<file path="src/rtl/fsab_pkg.sv">
`timescale 1ns/1ps
package fsab_pkg;

    typedef enum logic [1:0] {
        FM_STUCK0 = 2'd0,
        FM_STUCK1 = 2'd1,
        FM_FLIP   = 2'd2,
        FM_DELAY  = 2'd3
    } fmode_e;

    localparam int RND_W = 16;

    // one step of the 16-bit generator, taps 16/14/13/11
    function automatic logic [RND_W-1:0] rnd_step(input logic [RND_W-1:0] s);
        return {s[RND_W-2:0], s[15] ^ s[13] ^ s[12] ^ s[10]};
    endfunction

endpackage

</file>
<file path="src/rtl/fsab_trigger.sv">
`timescale 1ns/1ps
module fsab_trigger
    import fsab_pkg::*;
#(
    parameter int ADDR_W = 16,
    parameter int CYC_W  = 16
) (
    input  logic              clk,
    input  logic              rst_n,
    input  logic              arm,
    input  logic              trig_ext,
    input  logic [ADDR_W-1:0] bus_addr,
    input  logic              cfg_addr_en,
    input  logic [ADDR_W-1:0] cfg_addr,
    input  logic              cfg_ext_en,
    input  logic              cfg_random,
    input  logic [RND_W-1:0]  cfg_seed,
    input  logic [CYC_W-1:0]  cfg_win_lo,
    input  logic [CYC_W-1:0]  cfg_win_hi,
    output logic              in_win,
    output logic              win_closed,
    output logic              hit,
    output logic [RND_W-1:0]  rnd
);

    localparam logic [CYC_W-1:0] CYC_MAX = '1;

    typedef struct packed {
        logic [CYC_W-1:0] cyc;
        logic [RND_W-1:0] lfsr;
    } trg_t;

    trg_t trg_d, trg_q;
    logic addr_ok, ext_ok, rnd_ok;

    always_comb begin
        trg_d = trg_q;
        if (arm) begin
            if (trg_q.cyc != CYC_MAX) trg_d.cyc = trg_q.cyc + 1'b1;
            trg_d.lfsr = rnd_step(trg_q.lfsr);
        end else begin
            trg_d.cyc  = '0;
            trg_d.lfsr = (cfg_seed == '0) ? RND_W'(1) : cfg_seed;
        end

        in_win     = arm && (trg_q.cyc >= cfg_win_lo) && (trg_q.cyc <= cfg_win_hi);
        win_closed = arm && (trg_q.cyc >= cfg_win_hi);
        addr_ok    = !cfg_addr_en || (bus_addr == cfg_addr);
        ext_ok     = !cfg_ext_en || trig_ext;
        rnd_ok     = !cfg_random || trg_q.lfsr[RND_W-1];
        hit        = in_win && addr_ok && ext_ok && rnd_ok;
        rnd        = trg_q.lfsr;
    end

    always_ff @(posedge clk or negedge rst_n) begin
        if (!rst_n) begin
            trg_q.cyc  <= '0;
            trg_q.lfsr <= RND_W'(1);
        end else begin
            trg_q <= trg_d;
        end
    end

    AST_LFSR_NONZERO: assert property (@(posedge clk) disable iff (!rst_n)
        trg_q.lfsr != '0);

endmodule

</file>
<file path="src/rtl/fsab_history.sv">
`timescale 1ns/1ps
module fsab_history #(
    parameter int DATA_W = 32,
    parameter int DEPTH  = 15,
    parameter int SEL_W  = $clog2(DEPTH + 1)
) (
    input  logic              clk,
    input  logic              rst_n,
    input  logic [DATA_W-1:0] data_in,
    input  logic [SEL_W-1:0]  sel,
    output logic [DATA_W-1:0] late
);

    logic [DATA_W-1:0] hist_d [DEPTH];
    logic [DATA_W-1:0] hist_q [DEPTH];
    logic [SEL_W-1:0]  tap;

    always_comb begin
        hist_d[0] = data_in;
        for (int i = 1; i < DEPTH; i++) hist_d[i] = hist_q[i-1];
        tap  = (sel == '0) ? SEL_W'(1) : sel;
        late = hist_q[tap - SEL_W'(1)];
    end

    always_ff @(posedge clk or negedge rst_n) begin
        if (!rst_n) begin
            for (int i = 0; i < DEPTH; i++) hist_q[i] <= '0;
        end else begin
            hist_q <= hist_d;
        end
    end

    AST_TAP_RANGE: assert property (@(posedge clk) disable iff (!rst_n)
        (tap != '0) && (int'(tap) <= DEPTH));

endmodule

</file>
<file path="src/rtl/fsab_corrupt.sv">
`timescale 1ns/1ps
module fsab_corrupt
    import fsab_pkg::*;
#(
    parameter int DATA_W = 32
) (
    input  fmode_e            mode,
    input  logic [DATA_W-1:0] mask,
    input  logic [DATA_W-1:0] data_in,
    input  logic [DATA_W-1:0] late,
    output logic [DATA_W-1:0] data_f
);

    always_comb begin
        unique case (mode)
            FM_STUCK0: data_f = data_in & ~mask;
            FM_STUCK1: data_f = data_in | mask;
            FM_FLIP:   data_f = data_in ^ mask;
            default:   data_f = late;
        endcase
    end

endmodule

</file>
<file path="src/rtl/fault_saboteur.sv">
`timescale 1ns/1ps
module fault_saboteur
    import fsab_pkg::*;
#(
    parameter int DATA_W  = 32,
    parameter int ADDR_W  = 16,
    parameter int CYC_W   = 16,
    parameter int CNT_W   = 16,
    parameter int DLY_MAX = 15,
    parameter int DLY_W   = $clog2(DLY_MAX + 1)
) (
    input  logic              clk,
    input  logic              rst_n,
    input  logic              arm,
    input  logic              trig_ext,
    input  logic [ADDR_W-1:0] bus_addr,
    input  logic [DATA_W-1:0] data_in,
    input  logic [1:0]        cfg_mode,
    input  logic              cfg_persist,
    input  logic              cfg_random,
    input  logic [DATA_W-1:0] cfg_mask,
    input  logic [15:0]       cfg_seed,
    input  logic [DLY_W-1:0]  cfg_delay,
    input  logic              cfg_addr_en,
    input  logic [ADDR_W-1:0] cfg_addr,
    input  logic              cfg_ext_en,
    input  logic [CYC_W-1:0]  cfg_win_lo,
    input  logic [CYC_W-1:0]  cfg_win_hi,
    output logic [DATA_W-1:0] data_out,
    output logic [CNT_W-1:0]  fault_count,
    output logic              done
);

    localparam logic [CNT_W-1:0] CNT_MAX = '1;

    typedef struct packed {
        logic             arm;
        logic             fired;
        logic [CNT_W-1:0] count;
        logic             done;
    } ctl_t;

    ctl_t ctl_d, ctl_q;

    logic              in_win, win_closed, hit, arm_rise, apply;
    logic [RND_W-1:0]  rnd;
    logic [RND_W-1:0]  rnd_pos;
    logic [DATA_W-1:0] mask_eff, late, data_f;
    logic [CNT_W-1:0]  cnt_base;

    fsab_trigger #(.ADDR_W(ADDR_W), .CYC_W(CYC_W)) u_trig (
        .clk        (clk),
        .rst_n      (rst_n),
        .arm        (arm),
        .trig_ext   (trig_ext),
        .bus_addr   (bus_addr),
        .cfg_addr_en(cfg_addr_en),
        .cfg_addr   (cfg_addr),
        .cfg_ext_en (cfg_ext_en),
        .cfg_random (cfg_random),
        .cfg_seed   (cfg_seed),
        .cfg_win_lo (cfg_win_lo),
        .cfg_win_hi (cfg_win_hi),
        .in_win     (in_win),
        .win_closed (win_closed),
        .hit        (hit),
        .rnd        (rnd)
    );

    fsab_history #(.DATA_W(DATA_W), .DEPTH(DLY_MAX), .SEL_W(DLY_W)) u_hist (
        .clk    (clk),
        .rst_n  (rst_n),
        .data_in(data_in),
        .sel    (cfg_delay),
        .late   (late)
    );

    fsab_corrupt #(.DATA_W(DATA_W)) u_corrupt (
        .mode   (fmode_e'(cfg_mode)),
        .mask   (mask_eff),
        .data_in(data_in),
        .late   (late),
        .data_f (data_f)
    );

    always_comb begin
        rnd_pos  = rnd % RND_W'(DATA_W);
        mask_eff = cfg_random ? (DATA_W'(1) << rnd_pos) : cfg_mask;
        arm_rise = arm && !ctl_q.arm;

        if (!arm)
            apply = 1'b0;
        else if (cfg_persist)
            apply = cfg_random ? hit : (in_win && (hit || ctl_q.fired));
        else
            apply = hit && !ctl_q.fired;

        data_out = apply ? data_f : data_in;

        ctl_d       = ctl_q;
        ctl_d.arm   = arm;
        ctl_d.fired = arm && (ctl_q.fired || hit);
        cnt_base    = arm_rise ? '0 : ctl_q.count;
        ctl_d.count = (apply && cnt_base != CNT_MAX) ? cnt_base + 1'b1 : cnt_base;
        ctl_d.done  = (arm_rise ? 1'b0 : ctl_q.done) || win_closed;

        fault_count = ctl_q.count;
        done        = ctl_q.done;
    end

    always_ff @(posedge clk or negedge rst_n) begin
        if (!rst_n) ctl_q <= '0;
        else        ctl_q <= ctl_d;
    end

    AST_BYPASS_DISARMED: assert property (@(posedge clk) disable iff (!rst_n)
        !arm |-> (data_out == data_in));

    AST_FAULT_IN_WINDOW: assert property (@(posedge clk) disable iff (!rst_n)
        (data_out != data_in) |-> in_win);

    AST_RANDOM_ONE_BIT: assert property (@(posedge clk) disable iff (!rst_n)
        (arm && cfg_random && cfg_mode != FM_DELAY) |-> ($countones(data_out ^ data_in) <= 1));

    AST_DONE_CLEARED: assert property (@(posedge clk) disable iff (!rst_n)
        ($rose(arm) && cfg_win_hi != '0) |=> !done);

endmodule

</file>
<file path="config.mk">
export PLATFORM = sky130hd
export DESIGN_NAME = fault_saboteur
export DESIGN_NICKNAME = d
export VERILOG_FILES = /design/src/rtl/fsab_pkg.sv /design/src/rtl/fsab_trigger.sv /design/src/rtl/fsab_history.sv /design/src/rtl/fsab_corrupt.sv /design/src/rtl/fault_saboteur.sv
export SDC_FILE = /design/constraint.sdc
export NUM_CORES = 1
export LEC_CHECK = 0
export ABC_AREA = 1
export ABC_CLOCK_PERIOD_IN_PS = 7500
export BUFFER_PORTS_ARGS = -buffer_cell sky130_fd_sc_hd__buf_2
export CORE_ASPECT_RATIO = 1.2
export CORE_MARGIN = 2
export CORE_UTILIZATION = 45
export DETAILED_ROUTE_END_ITERATION = 7
export GPL_TIMING_DRIVEN = 0
export PLACE_DENSITY_LB_ADDON = 0.08
export SLEW_MARGIN = 0
export SYNTH_ARGS = -nofsm -noshare
export SYNTH_HDL_FRONTEND = slang
export SYNTH_SLANG_ARGS = --single-unit
</file>
<file path="constraint.sdc">
create_clock -name clk -period 7.5 [get_ports clk]
set_input_delay 1.5 -clock clk [delete_from_list [all_inputs] [get_ports clk]]
set_output_delay 1.5 -clock clk [all_outputs]
set_load 0.05 [all_outputs]
</file>
==> Flow_metrics.wiki <==
{| class="wikitable"
! Metric !! Value
|-
| Largest driver fanout on the critical path || 10
|-
| Number of antenna violations at the first check in global routing || 13
|-
| Transition time of the tightest slew-check pin || slightly above 900 ps
|-
| Violation count after the first detailed-route iteration || about 940
|-
| Synth Area per Inst || 9.43 um2
|-
| Y dimension of the die || 253 um
|-
| Floorplan core area || 51200 um2
|-
| Power per Cell Area || 250 nW/um2
|-
| Slowest stage cell on the critical path || sky130_fd_sc_hd__clkbuf_1
|-
| Total track usage || 0.244
|-
| Share of synthesized flip-flops with an asynchronous set or reset || 1.00
|-
| PnR worst setup slack || about 480 ps
|-
| Commonest cells after routing, fill and taps aside || sky130_fd_sc_hd__dfrtp_1 (530), sky130_fd_sc_hd__nand2_1 (478), sky130_fd_sc_hd__inv_1 (259), sky130_fd_sc_hd__buf_2 (238), sky130_fd_sc_hd__nand3_1 (216)
|-
| Worst setup path class || input pin to output pin
|-
| Critical path's most frequent cell || sky130_fd_sc_hd__nand2_1
|-
| Clock tree sinks || 531
|-
| CTS tree || yes
|-
| Worst slew margin || 0.390
|-
| Portion of the clock cycle consumed by the worst path in the final layout || 0.936
|-
| Max Cap Violations || 0
|-
| Final setup violation count || 0
|-
| Worst clock skew on the final layout || 14.2 ps
|-
| Final wirelength || between 60000 and 70000 um
|-
| Starting density of the core || 0.454
|-
| Final sum of negative setup slack || 0 ps
|-
| Maximum achievable frequency || 142 MHz
|-
| Clock latency at the later pin of the worst-skew pair || 600 ps
|-
| Distinct cells, synth || 37
|-
| DIE AREA || 53600 um2
|-
| Peak supply drop || 0.178 mV
|-
| Resize count post-CTS || 0
|-
| Setup repair after global routing missed its margin || false
|-
| Final critical path time including I/O delays and setup || 7020 ps
|-
| Layout cell share with drive strength beyond 1 || 0.141
|-
| Chain of cells forming the critical path || buf_2 > nor2_1 > nand2_1 > nand2_1 > buf_4 > inv_1 > buf_2 > buf_2 > ha_1 > inv_1 > clkbuf_1 > clkbuf_1 > o21ai_0 > o211ai_1 > nand3_1 > nand2_1 > nand2_1 > nand2_1 > nand3_1 > nand2_1 > buf_2
|-
| CP Data Required Time || around 6000 ps
|-
| Total CTS buffers || 52
|-
| Cell type group with the largest total delay on the critical path || buffers and inverters
|-
| Clock transition at the registers of the reported paths || 60 ps
|-
| Largest stage delay on the critical path || 610 ps
|-
| First-pass iteration count of the detailed router || 5
|-
| Clk buf depth || 3
|-
| Average vias per placed instance || 5.05
|-
| DR WL/cell || approximately 18 um
|-
| Total count of hold-check failures in the final report || 0
|-
| Net total in the final layout || 2988
|-
| HPWL after DPL || a little under 50000 um
|-
| Number of nets produced by synthesis || about 2700
|-
| Count of hold buffers inserted by post-cts repair || 0
|-
| Maximum number of pins on one net before global-route repair || 129
|-
| Launching element type of the critical path || input pin
|-
| Buf+Inv Stages, Crit Path || 9
|-
| Number of cell rows || 91
|-
| Number of register bits inferred by synthesis || 531
|-
| Maximum level of the CTS H-tree || 2
|-
| Port Buf Inserts || 206
|-
| Worst slack, placed || 494 ps
|-
| Via count || 17339
|-
| Aggregate global routing overflow || 0
|-
| Wire length of the first global-routing pass || 100000 um
|-
| Number of ports placed on the die boundary || 207
|-
| Die Width || ~210 um
|-
| Final RePlAce weighted congestion || between 0.9 and 1
|-
| Sequential element share of the synthesized area || 0.571
|-
| DRC Markers || 0
|-
| Total standard cell area after synthesis || ~23000 um2
|-
| Detail Route Antenna Nets || 0
|-
| CTS Root Cell || sky130_fd_sc_hd__clkbuf_16
|-
| Count of mapped cells out of synthesis || 2467
|-
| Number of buffers inserted to repair setup after CTS || 0
|-
| Post-Route Utilization || 0.528
|-
| Worst setup EP type || output pin
|-
| Leading register cell type out of synthesis || sky130_fd_sc_hd__dfrtp_1
|-
| Synthesis-to-finish area growth || 16.3%
|-
| Post-synth EDFFs || 0
|-
| Crit path DAT || 5520 ps
|-
| Number of global-route vias before repair || between 15000 and 20000
|-
| Worst hold-check path type || register to register
|-
| Most common library cell in the layout ignoring fill and taps || sky130_fd_sc_hd__dfrtp_1
|-
| Status || finished clean
|-
| Yosys warns || 0
|-
| Leak pwr || between 0.01 and 0.015 uW
|-
| Final Slew Violations || 0
|}
==> flip-flops by register name, summed over array words and instances, names as in the netlist <==
signal / cells
fault_count: 16
done: 1
ctl_q: 2
u_hist.hist_d: 448
u_trig.rnd: 16
u_hist.hist_q: 32
u_trig.trg_q: 16
==> synth_stat cells (32+ instances only) <==
cell type	instances	area, um2
sky130_fd_sc_hd__o211ai_1	95	713
sky130_fd_sc_hd__clkbuf_1	79	297
sky130_fd_sc_hd__dfrtp_1	530	13300
sky130_fd_sc_hd__nand2_1	478	1790
sky130_fd_sc_hd__nor2_1	159	597
sky130_fd_sc_hd__ha_1	99	1240
sky130_fd_sc_hd__a221oi_1	32	280
sky130_fd_sc_hd__o21ai_0	205	1030
sky130_fd_sc_hd__inv_1	259	972
sky130_fd_sc_hd__buf_4	32	240
sky130_fd_sc_hd__a21oi_1	86	430
sky130_fd_sc_hd__nand3_1	216	1080
sky130_fd_sc_hd__buf_2	33	165
==> power by group <==
part	total, uW	switching [uW]	internal [uW]
clock network	2760	1150	1610
registers	3080	67.7	3010
logic	922	644	278
total	6760	1860	4900
==> cell type report <==
| class | count | area (um2) |
|---|---|---|
| diodes | 9 | 22.5 |
| plain buffers | 159 | 773 |
| clock buffers | 72 | 1500 |
| clock inverters | 23 | 318 |
| fillers | 4812 | 24200 |
| inverters | 264 | 991 |
| multi-input cells | 1513 | 8220 |
| flip-flops and latches | 531 | 13300 |
| well taps | 651 | 815 |
| repair buffers | 210 | 1150 |
==> worst paths after layout <==
path                               startpoint                  to  slack [ps]  cells after the start
setup / recovery                 cfg_delay[1]        data_out[31]         480                     21
hold / removal             u_hist.hist_d[424]  u_hist.hist_d[392]         360                      0
setup reg to reg             u_trig.trg_q[22]     fault_count[13]        4690                     12
hold reg to reg            u_hist.hist_d[424]  u_hist.hist_d[392]         360                      0
max in group asynchronous               rst_n  u_hist.hist_d[395]        5030                      3
min in group asynchronous               rst_n   u_hist.hist_q[27]         930                      1
==> layer usage <==
layer | global-route usage | up-vias | part of all wire
met1 | 0.304 | 8095 | 0.42
met5 | 0 | - | 0.0013
met2 | 0.420 | 419 | 0.49
li1 | - | 8695 | -
met4 | 0.0825 | 12 | 0.033
met3 | 0.0549 | 118 | 0.057
==> cells by family (layout without fill, tap and decap cells) <==
logic type      count (synthesis)  count (layout)  synth area share
simple gates                  915             915             0.168
compound gates                464             464             0.119
xor+xnor                       35              35            0.0132
other cells                     0               9                 0
buf+inv                       423             728            0.0758
fa+ha+maj                      99              99            0.0532
flops                         531             531             0.571
==> stage by stage <==
step	cell area (um2)	hold slack [ps]	power, uW	std cells
final	27100	361	6760	3432
after global routing	27100	361	7070	3429
after CTS	27100	359	6830	3423
after detailed placement	25200	353	4050	3328
after global placement	25100	349	4020	3324
after floorplan	23300	349	3670	2467
(Power assumes the default switching activity.)
